[src/rtl/cfgb_pkg.sv]
package cfgb_pkg;

  localparam logic [7:0] REG_LCL_CMD = 8'h00;
  localparam logic [7:0] REG_LCL_WD  = 8'h04;
  localparam logic [7:0] REG_LCL_RD  = 8'h08;
  localparam logic [7:0] REG_TGT     = 8'h0C;
  localparam logic [7:0] REG_CMD     = 8'h10;
  localparam logic [7:0] REG_WD      = 8'h14;
  localparam logic [7:0] REG_RD      = 8'h18;
  localparam logic [7:0] REG_DERR    = 8'h1C;
  localparam logic [7:0] REG_DERR_A  = 8'h20;
  localparam logic [7:0] REG_UERR    = 8'h24;
  localparam logic [7:0] REG_UERR_A  = 8'h28;

  localparam logic [3:0] CODE_CFG_RD = 4'hA;
  localparam logic [3:0] CODE_CFG_WR = 4'hB;

  typedef enum logic [1:0] {TX_IDLE, TX_REQ, TX_WAIT} tx_state_e;

  function automatic logic be_legal(input logic [3:0] be_n);
    case (be_n)
      4'h0, 4'hE, 4'hD, 4'hB, 4'h7, 4'hC, 4'h3: return 1'b1;
      default:                                  return 1'b0;
    endcase
  endfunction

endpackage

[src/rtl/cfgb_addr_gen.sv]
module cfgb_addr_gen #(
  parameter int IDSEL_LSB = 11
) (
  input  logic [21:0] tgt,      // target register bits [23:2]
  output logic [31:0] dn_addr,
  output logic        dev_ok
);
  localparam int MAX_T0_DEV = 31 - IDSEL_LSB;

  logic [7:0] bus_num;
  logic [4:0] dev_num;
  logic [2:0] fn_num;
  logic [5:0] dw_off;

  assign bus_num = tgt[21:14];
  assign dev_num = tgt[13:9];
  assign fn_num  = tgt[8:6];
  assign dw_off  = tgt[5:0];

  always_comb begin
    if (bus_num == 8'd0) begin
      dn_addr = (32'd1 << (32'(IDSEL_LSB) + 32'(dev_num)))
              | {21'd0, fn_num, dw_off, 2'b00};
      dev_ok  = (32'(dev_num) <= 32'(MAX_T0_DEV));
    end else begin
      dn_addr = {8'h00, bus_num, dev_num, fn_num, dw_off, 2'b01};
      dev_ok  = 1'b1;
    end
  end
endmodule

[src/rtl/cfgb_txn_ctrl.sv]
module cfgb_txn_ctrl
  import cfgb_pkg::*;
(
  input  logic        clk,
  input  logic        rst_n,
  input  logic        start,
  input  logic        start_write,
  input  logic [31:0] start_addr,
  input  logic [3:0]  start_be_n,
  input  logic [31:0] start_wdata,
  output logic        req_valid,
  input  logic        req_ready,
  output logic        req_write,
  output logic [31:0] req_addr,
  output logic [3:0]  req_be_n,
  output logic [31:0] req_wdata,
  input  logic        rsp_valid,
  output logic        busy,
  output logic        done
);
  tx_state_e state_q;

  always_ff @(posedge clk) begin
    if (!rst_n) begin
      state_q   <= TX_IDLE;
      req_write <= 1'b0;
      req_addr  <= '0;
      req_be_n  <= '0;
      req_wdata <= '0;
    end else begin
      case (state_q)
        TX_IDLE: if (start) begin
          state_q   <= TX_REQ;
          req_write <= start_write;
          req_addr  <= start_addr;
          req_be_n  <= start_be_n;
          req_wdata <= start_wdata;
        end
        TX_REQ:  if (req_ready) state_q <= TX_WAIT;
        TX_WAIT: if (rsp_valid) state_q <= TX_IDLE;
        default: state_q <= TX_IDLE;
      endcase
    end
  end

  assign req_valid = (state_q == TX_REQ);
  assign busy      = (state_q != TX_IDLE);
  assign done      = (state_q == TX_WAIT) && rsp_valid;
endmodule

[src/rtl/cfgb_err_cap.sv]
module cfgb_err_cap #(
  parameter int W = 1
) (
  input  logic         clk,
  input  logic         rst_n,
  input  logic [W-1:0] set,
  input  logic [31:0]  set_addr,
  input  logic         clr_we,
  input  logic [W-1:0] clr_mask,
  output logic [W-1:0] status,
  output logic [31:0]  addr
);
  logic [W-1:0] kept;

  assign kept = status & ~(clr_we ? clr_mask : '0);

  always_ff @(posedge clk) begin
    if (!rst_n) begin
      status <= '0;
      addr   <= '0;
    end else begin
      status <= kept | set;
      if ((|set) && (kept == '0)) addr <= set_addr;
    end
  end
endmodule

[src/rtl/cfgb_local_hdr.sv]
module cfgb_local_hdr #(
  parameter int          WORDS  = 16,
  parameter logic [31:0] HDR_ID = 32'h0F1E_C0DE,
  localparam int         IDX_W  = $clog2(WORDS)
) (
  input  logic             clk,
  input  logic             rst_n,
  input  logic             wr_en,
  input  logic [IDX_W-1:0] wr_idx,
  input  logic [3:0]       wr_be_n,
  input  logic [31:0]      wr_data,
  input  logic [IDX_W-1:0] rd_idx,
  output logic [31:0]      rd_data
);
  logic [31:0] words [WORDS];

  for (genvar g = 0; g < WORDS; g++) begin : g_word
    if (g == 0) begin : g_id
      assign words[g] = HDR_ID;
    end else begin : g_rw
      logic [31:0] w_q;
      always_ff @(posedge clk) begin
        if (!rst_n) begin
          w_q <= '0;
        end else if (wr_en && (wr_idx == IDX_W'(g))) begin
          for (int b = 0; b < 4; b++)
            if (!wr_be_n[b]) w_q[8*b +: 8] <= wr_data[8*b +: 8];
        end
      end
      assign words[g] = w_q;
    end
  end

  assign rd_data = words[rd_idx];
endmodule

[src/rtl/cfg_access_bridge.sv]
module cfg_access_bridge
  import cfgb_pkg::*;
#(
  parameter int          ADDR_W    = 8,
  parameter int          IDSEL_LSB = 11,
  parameter int          HDR_WORDS = 16,
  parameter logic [31:0] HDR_ID    = 32'h0F1E_C0DE
) (
  input  logic              clk,
  input  logic              rst_n,
  input  logic              bus_sel,
  input  logic              bus_we,
  input  logic [ADDR_W-1:0] bus_addr,
  input  logic [31:0]       bus_wdata,
  output logic              bus_rvalid,
  output logic [31:0]       bus_rdata,
  output logic              cfg_req_valid,
  input  logic              cfg_req_ready,
  output logic              cfg_req_write,
  output logic [31:0]       cfg_req_addr,
  output logic [3:0]        cfg_req_be_n,
  output logic [31:0]       cfg_req_wdata,
  input  logic              cfg_rsp_valid,
  input  logic [1:0]        cfg_rsp_status,
  input  logic [31:0]       cfg_rsp_rdata
);
  localparam int IDX_W = $clog2(HDR_WORDS);
  localparam logic [ADDR_W-1:0] A_LCL_CMD = ADDR_W'(REG_LCL_CMD);
  localparam logic [ADDR_W-1:0] A_LCL_WD  = ADDR_W'(REG_LCL_WD);
  localparam logic [ADDR_W-1:0] A_LCL_RD  = ADDR_W'(REG_LCL_RD);
  localparam logic [ADDR_W-1:0] A_TGT     = ADDR_W'(REG_TGT);
  localparam logic [ADDR_W-1:0] A_CMD     = ADDR_W'(REG_CMD);
  localparam logic [ADDR_W-1:0] A_WD      = ADDR_W'(REG_WD);
  localparam logic [ADDR_W-1:0] A_RD      = ADDR_W'(REG_RD);
  localparam logic [ADDR_W-1:0] A_DERR    = ADDR_W'(REG_DERR);
  localparam logic [ADDR_W-1:0] A_DERR_A  = ADDR_W'(REG_DERR_A);
  localparam logic [ADDR_W-1:0] A_UERR    = ADDR_W'(REG_UERR);
  localparam logic [ADDR_W-1:0] A_UERR_A  = ADDR_W'(REG_UERR_A);

  // register state
  logic [31:0] lcl_cmd_q, lcl_rd_q, tgt_q, wd_q, rd_q;
  logic [7:0]  cmd_q;

  // access decode
  logic wr, rd, mapped;
  assign wr     = bus_sel && bus_we;
  assign rd     = bus_sel && !bus_we;
  assign mapped = (bus_addr[1:0] == 2'b00) && (bus_addr <= A_UERR_A);

  // configuration command checks
  logic [31:0] dn_addr;
  logic        dev_ok, code_ok, busy, done, cmd_wr, cmd_accept, cmd_reject;

  cfgb_addr_gen #(.IDSEL_LSB(IDSEL_LSB)) u_addr_gen (
    .tgt     (tgt_q[23:2]),
    .dn_addr (dn_addr),
    .dev_ok  (dev_ok)
  );

  assign code_ok    = (bus_wdata[3:0] == CODE_CFG_RD) || (bus_wdata[3:0] == CODE_CFG_WR);
  assign cmd_wr     = wr && (bus_addr == A_CMD);
  assign cmd_accept = cmd_wr && code_ok && be_legal(bus_wdata[7:4]) && dev_ok && !busy;
  assign cmd_reject = cmd_wr && !cmd_accept;

  cfgb_txn_ctrl u_txn (
    .clk         (clk),
    .rst_n       (rst_n),
    .start       (cmd_accept),
    .start_write (bus_wdata[3:0] == CODE_CFG_WR),
    .start_addr  (dn_addr),
    .start_be_n  (bus_wdata[7:4]),
    .start_wdata (wd_q),
    .req_valid   (cfg_req_valid),
    .req_ready   (cfg_req_ready),
    .req_write   (cfg_req_write),
    .req_addr    (cfg_req_addr),
    .req_be_n    (cfg_req_be_n),
    .req_wdata   (cfg_req_wdata),
    .rsp_valid   (cfg_rsp_valid),
    .busy        (busy),
    .done        (done)
  );

  // local header path
  logic             lcl_cmd_wr, lcl_ok, lcl_reject, lcl_rd_load, lcl_wr_en;
  logic [31:0]      hdr_rdata;

  assign lcl_cmd_wr  = wr && (bus_addr == A_LCL_CMD);
  assign lcl_ok      = be_legal(bus_wdata[23:20])
                    && ({26'd0, bus_wdata[7:2]} < 32'(HDR_WORDS));
  assign lcl_reject  = lcl_cmd_wr && !lcl_ok;
  assign lcl_rd_load = lcl_cmd_wr && lcl_ok && !bus_wdata[16];
  assign lcl_wr_en   = wr && (bus_addr == A_LCL_WD) && lcl_cmd_q[16];

  cfgb_local_hdr #(.WORDS(HDR_WORDS), .HDR_ID(HDR_ID)) u_hdr (
    .clk     (clk),
    .rst_n   (rst_n),
    .wr_en   (lcl_wr_en),
    .wr_idx  (lcl_cmd_q[2 +: IDX_W]),
    .wr_be_n (lcl_cmd_q[23:20]),
    .wr_data (bus_wdata),
    .rd_idx  (bus_wdata[2 +: IDX_W]),
    .rd_data (hdr_rdata)
  );

  // error capture, one instance per bus side
  logic [1:0]  derr;
  logic [0:0]  uerr;
  logic [31:0] derr_a, uerr_a;
  logic        uerr_set;

  assign uerr_set = (bus_sel && !mapped) || cmd_reject || lcl_reject;

  cfgb_err_cap #(.W(2)) u_derr (
    .clk      (clk),
    .rst_n    (rst_n),
    .set      (done ? cfg_rsp_status : 2'b00),
    .set_addr (cfg_req_addr),
    .clr_we   (wr && (bus_addr == A_DERR)),
    .clr_mask (bus_wdata[1:0]),
    .status   (derr),
    .addr     (derr_a)
  );

  cfgb_err_cap #(.W(1)) u_uerr (
    .clk      (clk),
    .rst_n    (rst_n),
    .set      (uerr_set),
    .set_addr (32'(bus_addr)),
    .clr_we   (wr && (bus_addr == A_UERR)),
    .clr_mask (bus_wdata[0:0]),
    .status   (uerr),
    .addr     (uerr_a)
  );

  // register writes
  always_ff @(posedge clk) begin
    if (!rst_n) begin
      lcl_cmd_q <= '0;
      lcl_rd_q  <= '0;
      tgt_q     <= '0;
      wd_q      <= '0;
      rd_q      <= '0;
      cmd_q     <= '0;
    end else begin
      if (lcl_cmd_wr && lcl_ok)              lcl_cmd_q <= bus_wdata;
      if (lcl_rd_load)                       lcl_rd_q  <= hdr_rdata;
      if (wr && (bus_addr == A_TGT))         tgt_q     <= bus_wdata;
      if (wr && (bus_addr == A_WD))          wd_q      <= bus_wdata;
      if (cmd_accept)                        cmd_q     <= bus_wdata[7:0];
      if (done && !cfg_req_write)
        rd_q <= (cfg_rsp_status == 2'b00) ? cfg_rsp_rdata : 32'hFFFF_FFFF;
    end
  end

  // read path
  logic [31:0] rmux;
  always_comb begin
    rmux = '0;
    case (bus_addr)
      A_LCL_CMD: rmux = lcl_cmd_q;
      A_LCL_WD:  rmux = '0;
      A_LCL_RD:  rmux = lcl_rd_q;
      A_TGT:     rmux = tgt_q;
      A_CMD:     rmux = {busy, 23'd0, cmd_q};
      A_WD:      rmux = wd_q;
      A_RD:      rmux = rd_q;
      A_DERR:    rmux = {30'd0, derr};
      A_DERR_A:  rmux = derr_a;
      A_UERR:    rmux = {31'd0, uerr};
      A_UERR_A:  rmux = uerr_a;
      default:   rmux = '0;
    endcase
  end

  always_ff @(posedge clk) begin
    if (!rst_n) begin
      bus_rvalid <= 1'b0;
      bus_rdata  <= '0;
    end else begin
      bus_rvalid <= rd;
      if (rd) bus_rdata <= rmux;
    end
  end
endmodule

[config.mk]
export PLATFORM = sky130hd
export DESIGN_NAME = cfg_access_bridge
export DESIGN_NICKNAME = d
export VERILOG_FILES = /design/src/rtl/cfgb_pkg.sv /design/src/rtl/cfgb_addr_gen.sv /design/src/rtl/cfgb_txn_ctrl.sv /design/src/rtl/cfgb_err_cap.sv /design/src/rtl/cfgb_local_hdr.sv /design/src/rtl/cfg_access_bridge.sv
export SDC_FILE = /design/constraint.sdc
export NUM_CORES = 2
export LEC_CHECK = 0
export CAP_MARGIN = 25
export CORE_UTILIZATION = 56
export CTS_BUF_LIST = sky130_fd_sc_hd__clkbuf_2 sky130_fd_sc_hd__clkbuf_4 sky130_fd_sc_hd__clkbuf_8
export DETAILED_ROUTE_END_ITERATION = 6
export PLACE_DENSITY = 0.78
export SLEW_MARGIN = 10
export SYNTH_ARGS = -nofsm -noshare
export SYNTH_HDL_FRONTEND = slang
export SYNTH_SLANG_ARGS = --single-unit
[constraint.sdc]
create_clock -name clk -period 2.5 [get_ports clk]
set_input_delay 0.25 -clock clk [delete_from_list [all_inputs] [get_ports clk]]
set_output_delay 0.25 -clock clk [all_outputs]
set_load 0.005 [all_outputs]
# --- Word-level counts from Yosys, hierarchy flattened ---
# Index checks and enable logic that the tools add are counted.
totals:
  ff_bits: 795
op_classes:
  eq_ne: 44
  shifts: 1
  n_bitwise: 13
  muxes: 16
  order_cmp: 4
  reduce_logical: 124
  addsub: 1
ops:
  columns: ["op", "count"]
  rows:
  - ["case mux 32 bit (10 select lines)", 1]
  - ["binary-select mux 32 bit (select 4 bit)", 1]
  - ["2-to-1 mux 32 bit", 4]
  - ["AND reduction 2 bit", 61]
  - ["== test 4 bit, second input constant", 18]
  - ["logical AND 1 bit", 40]
  - ["== test 8 x 5 -> 1 bit, second input constant", 4]
  - ["OR 32 x 11 -> 32 bit", 1]
  - ["<< shifter 1 x 32 -> 32 bit, first input constant", 1]
  - ["== test 4 x 3 -> 1 bit, second input constant", 6]
  - ["== test 8 x 6 -> 1 bit, second input constant", 3]
  - ["== test 4 x 2 -> 1 bit, second input constant", 4]
  - ["== test 8 x 4 -> 1 bit, second input constant", 2]
  - ["logical NOT 8 bit", 2]
  - ["OR reduction 7 bit", 2]
  - ["2-to-1 mux 2 bit", 5]
  - ["== test 8 x 3 -> 1 bit, second input constant", 1]
  - ["less-or-equal comparator 8 x 6 -> 1 bit, second input constant", 1]
  - ["logical NOT 2 bit", 4]
  - ["logical NOT 4 bit", 2]
  - ["logical NOT 1 bit", 7]
  - ["adder 4 x 5 -> 6 bit, first input constant", 1]
  - ["less-than comparator 6 x 5 -> 1 bit, second input constant", 1]
  - ["NOT 1 bit", 6]
  - ["other kinds (19)", 25]

# --- Logic depth before layout (Yosys ltp) ---
logic_depth:
  ltp_word: 11
  depth_mapped: 10
  ltp_nobuf: 7

# --- Cells and area by module ---
# Synthesis repeated with hierarchy kept, for this count alone.
hier_totals:
  hier_cells: 4367
  hier_area_um2: 39191.3
modules_own_cells:
  columns: ["mod", "instances", "area_per_inst_um2", "seq_area_each_um2", "cells_each"]
  rows:
  - ["cfgb_local_hdr", 1, 23466.3, 9609.2, 2590]
  - ["cfg_access_bridge", 1, 9646.8, 4023.9, 1107]
  - ["cfgb_txn_ctrl", 1, 2839.0, 1421.4, 311]
  - ["cfgb_err_cap (u_derr)", 1, 1353.8, 680.7, 146]
  - ["cfgb_err_cap (u_uerr)", 1, 1350.0, 660.6, 143]
  - ["cfgb_addr_gen", 1, 535.5, 0.0, 70]

# --- Worst setup path before layout ---
# No wires, ideal clock.
synth_path:
  path_type: "input to register"
  from: "input port bus_addr[0]"
  to: "register u_hdr.g_word[8].g_rw.w_q[0]"
  required_time_ns: 2.384
  setup_ns: 0.116
  path_stages: 8
  path_slack_ns: -0.027
  t_arrival_ns: 2.411
  cell_sequence: "clkbuf_1 -> or4b_2 -> nor4_4 -> buf_4 -> nand3_2 -> nor2_2 -> mux2i_1 -> nor2b_1"
synth_between:
  elab_chain_len: 5
synth_rtl:
  columns: ["item", "line", "source"]
  rows:
  - ["from (decl)", "cfg_access_bridge.sv:13", "input logic [ADDR_W-1:0] bus_addr,"]
  - ["== test 8 x 3 -> 1 bit", "cfg_access_bridge.sv:93", "assign lcl_wr_en = wr && (bus_addr == A_LCL_WD) && lcl_cmd_q[16];"]
  - ["logical AND 1 bit (2 in series)", "cfg_access_bridge.sv:93", null]
  - ["logical AND 1 bit", "cfgb_local_hdr.sv:25", "end else if (wr_en && (wr_idx == IDX_W'(g))) begin"]
  - ["AND reduction 2 bit (no line)", null, null]
  - ["to (signal, indexed assignment)", "cfgb_local_hdr.sv:27", "if (!wr_be_n[b]) w_q[8*b +: 8] <= wr_data[8*b +: 8];"]
  - ["to (decl)", "cfgb_local_hdr.sv:21", "logic [31:0] w_q;"]
# No other way between the ends.
# A chain may end at the register's enable or synchronous reset.

# --- Final worst setup path ---
layout_path:
  from: "register u_txn.state_q[1]"
  to: "register u_txn.req_addr[24]"
layout_between:
  elab_chain_len: 4
  word_cells_on_any_way: 5
  classes_between: "reduce/logical (5)"
layout_rtl:
  columns: ["item", "line", "source"]
  rows:
  - ["from (decl)", "cfgb_txn_ctrl.sv:21", "tx_state_e state_q;"]
  - ["from (signal assigned)", "cfgb_txn_ctrl.sv:25", "state_q <= TX_IDLE;"]
  - ["from (signal assigned)", "cfgb_txn_ctrl.sv:33", "state_q <= TX_REQ;"]
  - ["from (signal assigned)", "cfgb_txn_ctrl.sv:39", "TX_REQ: if (req_ready) state_q <= TX_WAIT;"]
  - ["nonzero test 2 bit", "cfgb_txn_ctrl.sv:47", "assign busy = (state_q != TX_IDLE);"]
  - ["logical NOT 1 bit", "cfg_access_bridge.sv:62", "assign cmd_accept = cmd_wr && code_ok && be_legal(bus_wdata[7:4]) && dev_ok && !busy;"]
  - ["logical AND 1 bit", "cfg_access_bridge.sv:62", null]
  - ["AND reduction 2 bit (no line) (*)", null, null]
  - ["to (signal assigned)", "cfgb_txn_ctrl.sv:35", "req_addr <= start_addr;"]
  - ["to (decl)", "cfgb_txn_ctrl.sv:14", "output logic [31:0] req_addr,"]
# Every way passes the cells marked *; elsewhere a longest branch is shown, timed or not.

==> impl_metrics.tcl <==
set metrics [dict create \
    final_common_cell "dfxtp_1" \
    mostFrequentLayoutCells "dfxtp_1 (791), mux2i_1 (525), nor2b_1 (491), nand2_1 (385), clkdlybuf4s50_1 (176)" \
    port-buffer-count 182 \
    nFillCells 4740 \
    path_class "reg2reg" \
    start_util 0.566 \
    final_util 0.688 \
    fin_crit_sh 0.933 \
    routabilityCongestion 0.972 \
    start_kind "flip-flop" \
    hpwl_um 68400 \
    dp.cells 4488 \
    coreArea_mm2 0.0630 \
    cts_setup_buffers 0 \
    drt_first_pass_iters 6 \
    clk_pin_slew_ns 0.06 \
    cts_root_buffer "clkbuf_8" \
    vias 27614 \
    die_width_um 254 \
    setup_violations 0 \
    route.detailed.drc 0 \
    synth_cell_types 62 \
    rows 92 \
    fin_ws_ns 0.168 \
    p_switching_mw 6.05 \
    maxCapViolCount 0 \
    min_path_type "in2reg" \
    syn_avg_cell_area_um2 10.1 \
    sw_frac_of_total 0.233 \
    status "finished clean" \
    h-tree-depth 4 \
    grt_pass1_wl_um 155000 \
    antenna_found_initial 1 \
    dr.first_iter.drc_count 2695 \
    yosysTopAreaCell "dfxtp_1" \
    numCtsBuffers 131 \
    ys.warnings.count 0 \
    async_reset_ff_frac 0 \
    yosysTopAreaCellShare 0.444 \
    p_leak_nw 14.1 \
    cts_tree "built" \
    timing.fmax_mhz 429 \
    viasPerCell 5.85 \
    clkSinkCount 791 \
    p_per_area_mw_per_mm2 600 \
    path_max_fanout 10 \
    power_mw 26.0 \
    dieArea_mm2 0.0647 \
    rsz0062_at_grt "no" \
    yosys_register_bits 791 \
    grt_pass1_vias 26473 \
    slew_headroom 0.400 \
    ant_nets 0 \
    syn-instance-count 3522 \
    worstMarginPinSlew_ns 0.897 \
    grt_max_degree 129 \
    clkPwrFrac 0.458 \
    area_growth_pct 21.4 \
    wirelength_um 102000 \
    ys_seq_area_frac 0.444 \
    post-place-ws_ns -0.496 \
    critPathArrivalTime_ns 3.04 \
    clkLatencyLatePin_ns 0.82 \
    intPower_mw 19.9 \
    synth-edff-count 0 \
    drive_gt1_frac 0.196 \
    skew_ns 0.0347 \
    finalHoldViolations 0 \
    yosys-top-cells-area "dfxtp_1 (44%), mux2i_1 (15%), nor2b_1 (8.7%)" \
    p_comb_frac 0.054 \
    drv_slew 0 \
    die_h_um 254 \
    instances_no_fill 4720 \
    period_minus_slack_ns 2.33 \
    pwr-share-seq 0.488 \
    nets 3859 \
    grtUsageTotal 0.313 \
    dominantRegCellSynth "dfxtp_1" \
    io_pins 183 \
    ir_drop_mv 0.478 \
    wl_per_cell_um 21.5 \
    clk_path_buf_depth 3 \
    syn_area_mm2 0.0357 \
    syn_nets 3604 \
    cp.required_ns 3.21 \
    end_kind "flip-flop" \
    totalNegativeSetupSlack_ns 0 \
    gr-total-overflow 0 \
]
==> per-stage QoR <==
stage	instance area (um^2)	hold slack, ns
after floorplan	35700	0.397
final	43300	0.0530
after global placement	40500	0.444
after detailed placement	40500	0.449
after global routing	43300	0.0324
after CTS	43300	0.00585
==> sequential cells by signal, indices dropped and copies added, names as in the netlist, 2 cells and up <==
name                   count
bus_rdata                 32
cmd_q                      5
lcl_cmd_q                 32
lcl_rd_q                  32
rd_q                      32
tgt_q                     32
u_derr.addr               32
u_derr.status              2
u_hdr.g_word.g_rw.w_q    480
u_txn.req_addr            32
u_txn.req_be_n             3
u_txn.req_wdata           32
u_txn.state_q              2
u_uerr.addr                8
wd_q                      32
==> logic make-up after synthesis <==
kind of cell               Yosys count  synth area share
and+or+nand+nor                   1228             0.186
DFF                                791             0.444
muxes                              671             0.234
AOI/OAI and AO/OA                  504             0.100
buffers and inverters              322            0.0345
xor gates and xnor gates             4          0.000982
adders and majority gates            2          0.000702
==> power groups by stage <==
stage               registers (mW)  clock network [mW]  logic, mW
finish                        12.7                11.9       1.39
global route                  12.7                12.7       1.46
CTS                           12.7                12.0       1.38
detailed placement            13.0                   0       1.37
global placement              13.0                   0       1.37
floorplan                     12.9                   0      0.781
==> per-layer routing <==
layer / global-route usage / up-vias / wire length, um
li1: - / 12831 / -
met2: 0.492 / 1055 / 47200
met1: 0.420 / 13523 / 43500
met3: 0.0613 / 205 / 7330
met5: 0 / - / 0
met4: 0.131 / 0 / 3630
==> worst max-delay path: stages (launching register included) <==
cell	delay, ns
dfxtp_1	0.34
nor2_2	0.31
o2111ai_2	0.33
or3_4	0.55
or4_1	0.49
a21boi_0	0.22
==> Yosys cell counts (5+ instances only) <==
| cell type | n |
|---|---|
| and3_1 | 9 |
| o211a_1 | 10 |
| a211oi_1 | 6 |
| o221a_2 | 33 |
| o21ai_0 | 79 |
| nor2_1 | 115 |
| buf_4 | 5 |
| o21a_1 | 6 |
| a21boi_0 | 149 |
| o221ai_1 | 9 |
| nor4_1 | 9 |
| nand2_1 | 385 |
| buf_1 | 47 |
| inv_1 | 5 |
| nand3_2 | 10 |
| mux4_2 | 128 |
| or4_1 | 6 |
| nand3_1 | 61 |
| mux2i_1 | 525 |
| and2_1 | 7 |
| nand4_1 | 6 |
| a21oi_1 | 85 |
| nor2_4 | 36 |
| or3_1 | 6 |
| a22oi_1 | 40 |
| a22o_1 | 22 |
| mux2_2 | 18 |
| nor2_2 | 24 |
| dfxtp_1 | 791 |
| nor2b_1 | 494 |
| o2bb2ai_1 | 18 |
| nor3b_1 | 23 |
| clkbuf_1 | 264 |
| nor3_1 | 23 |
| a31oi_1 | 24 |
==> area by class of cell <==
type / instances / area, um^2 / area share
Tap cell: 846 / 1060 / 0.0244
Multi-Input combinational cell: 2409 / 18700 / 0.432
Inverter: 5 / 18.8 / 0.000433
Timing Repair Buffer: 439 / 4930 / 0.114
Antenna cell: 3 / 7.51 / 0.000173
Sequential cell: 791 / 15800 / 0.366
Clock inverter: 14 / 103 / 0.00237
Clock buffer: 213 / 2650 / 0.0612
==> timing repair <==
item | in CTS | in global routing
hold buffers | 2 | 0
hold endpoints to repair | 70 | 0
resized for setup | 2 | 1
setup endpoints to repair | 60 | 2
==> final timing paths <==
path	slack (ns)	startpoint	to	cells after the start
worst min register to register	0.46	lcl_rd_q[6]	lcl_rd_q[6]	2
worst min-delay path	0.05	bus_wdata[5]	tgt_q[5]	5
worst max-delay path	0.17	u_txn.state_q[1]	u_txn.req_addr[24]	5
worst max register to register	0.17	u_txn.state_q[1]	u_txn.req_addr[24]	5
Power figures use the tool's default switching activity.
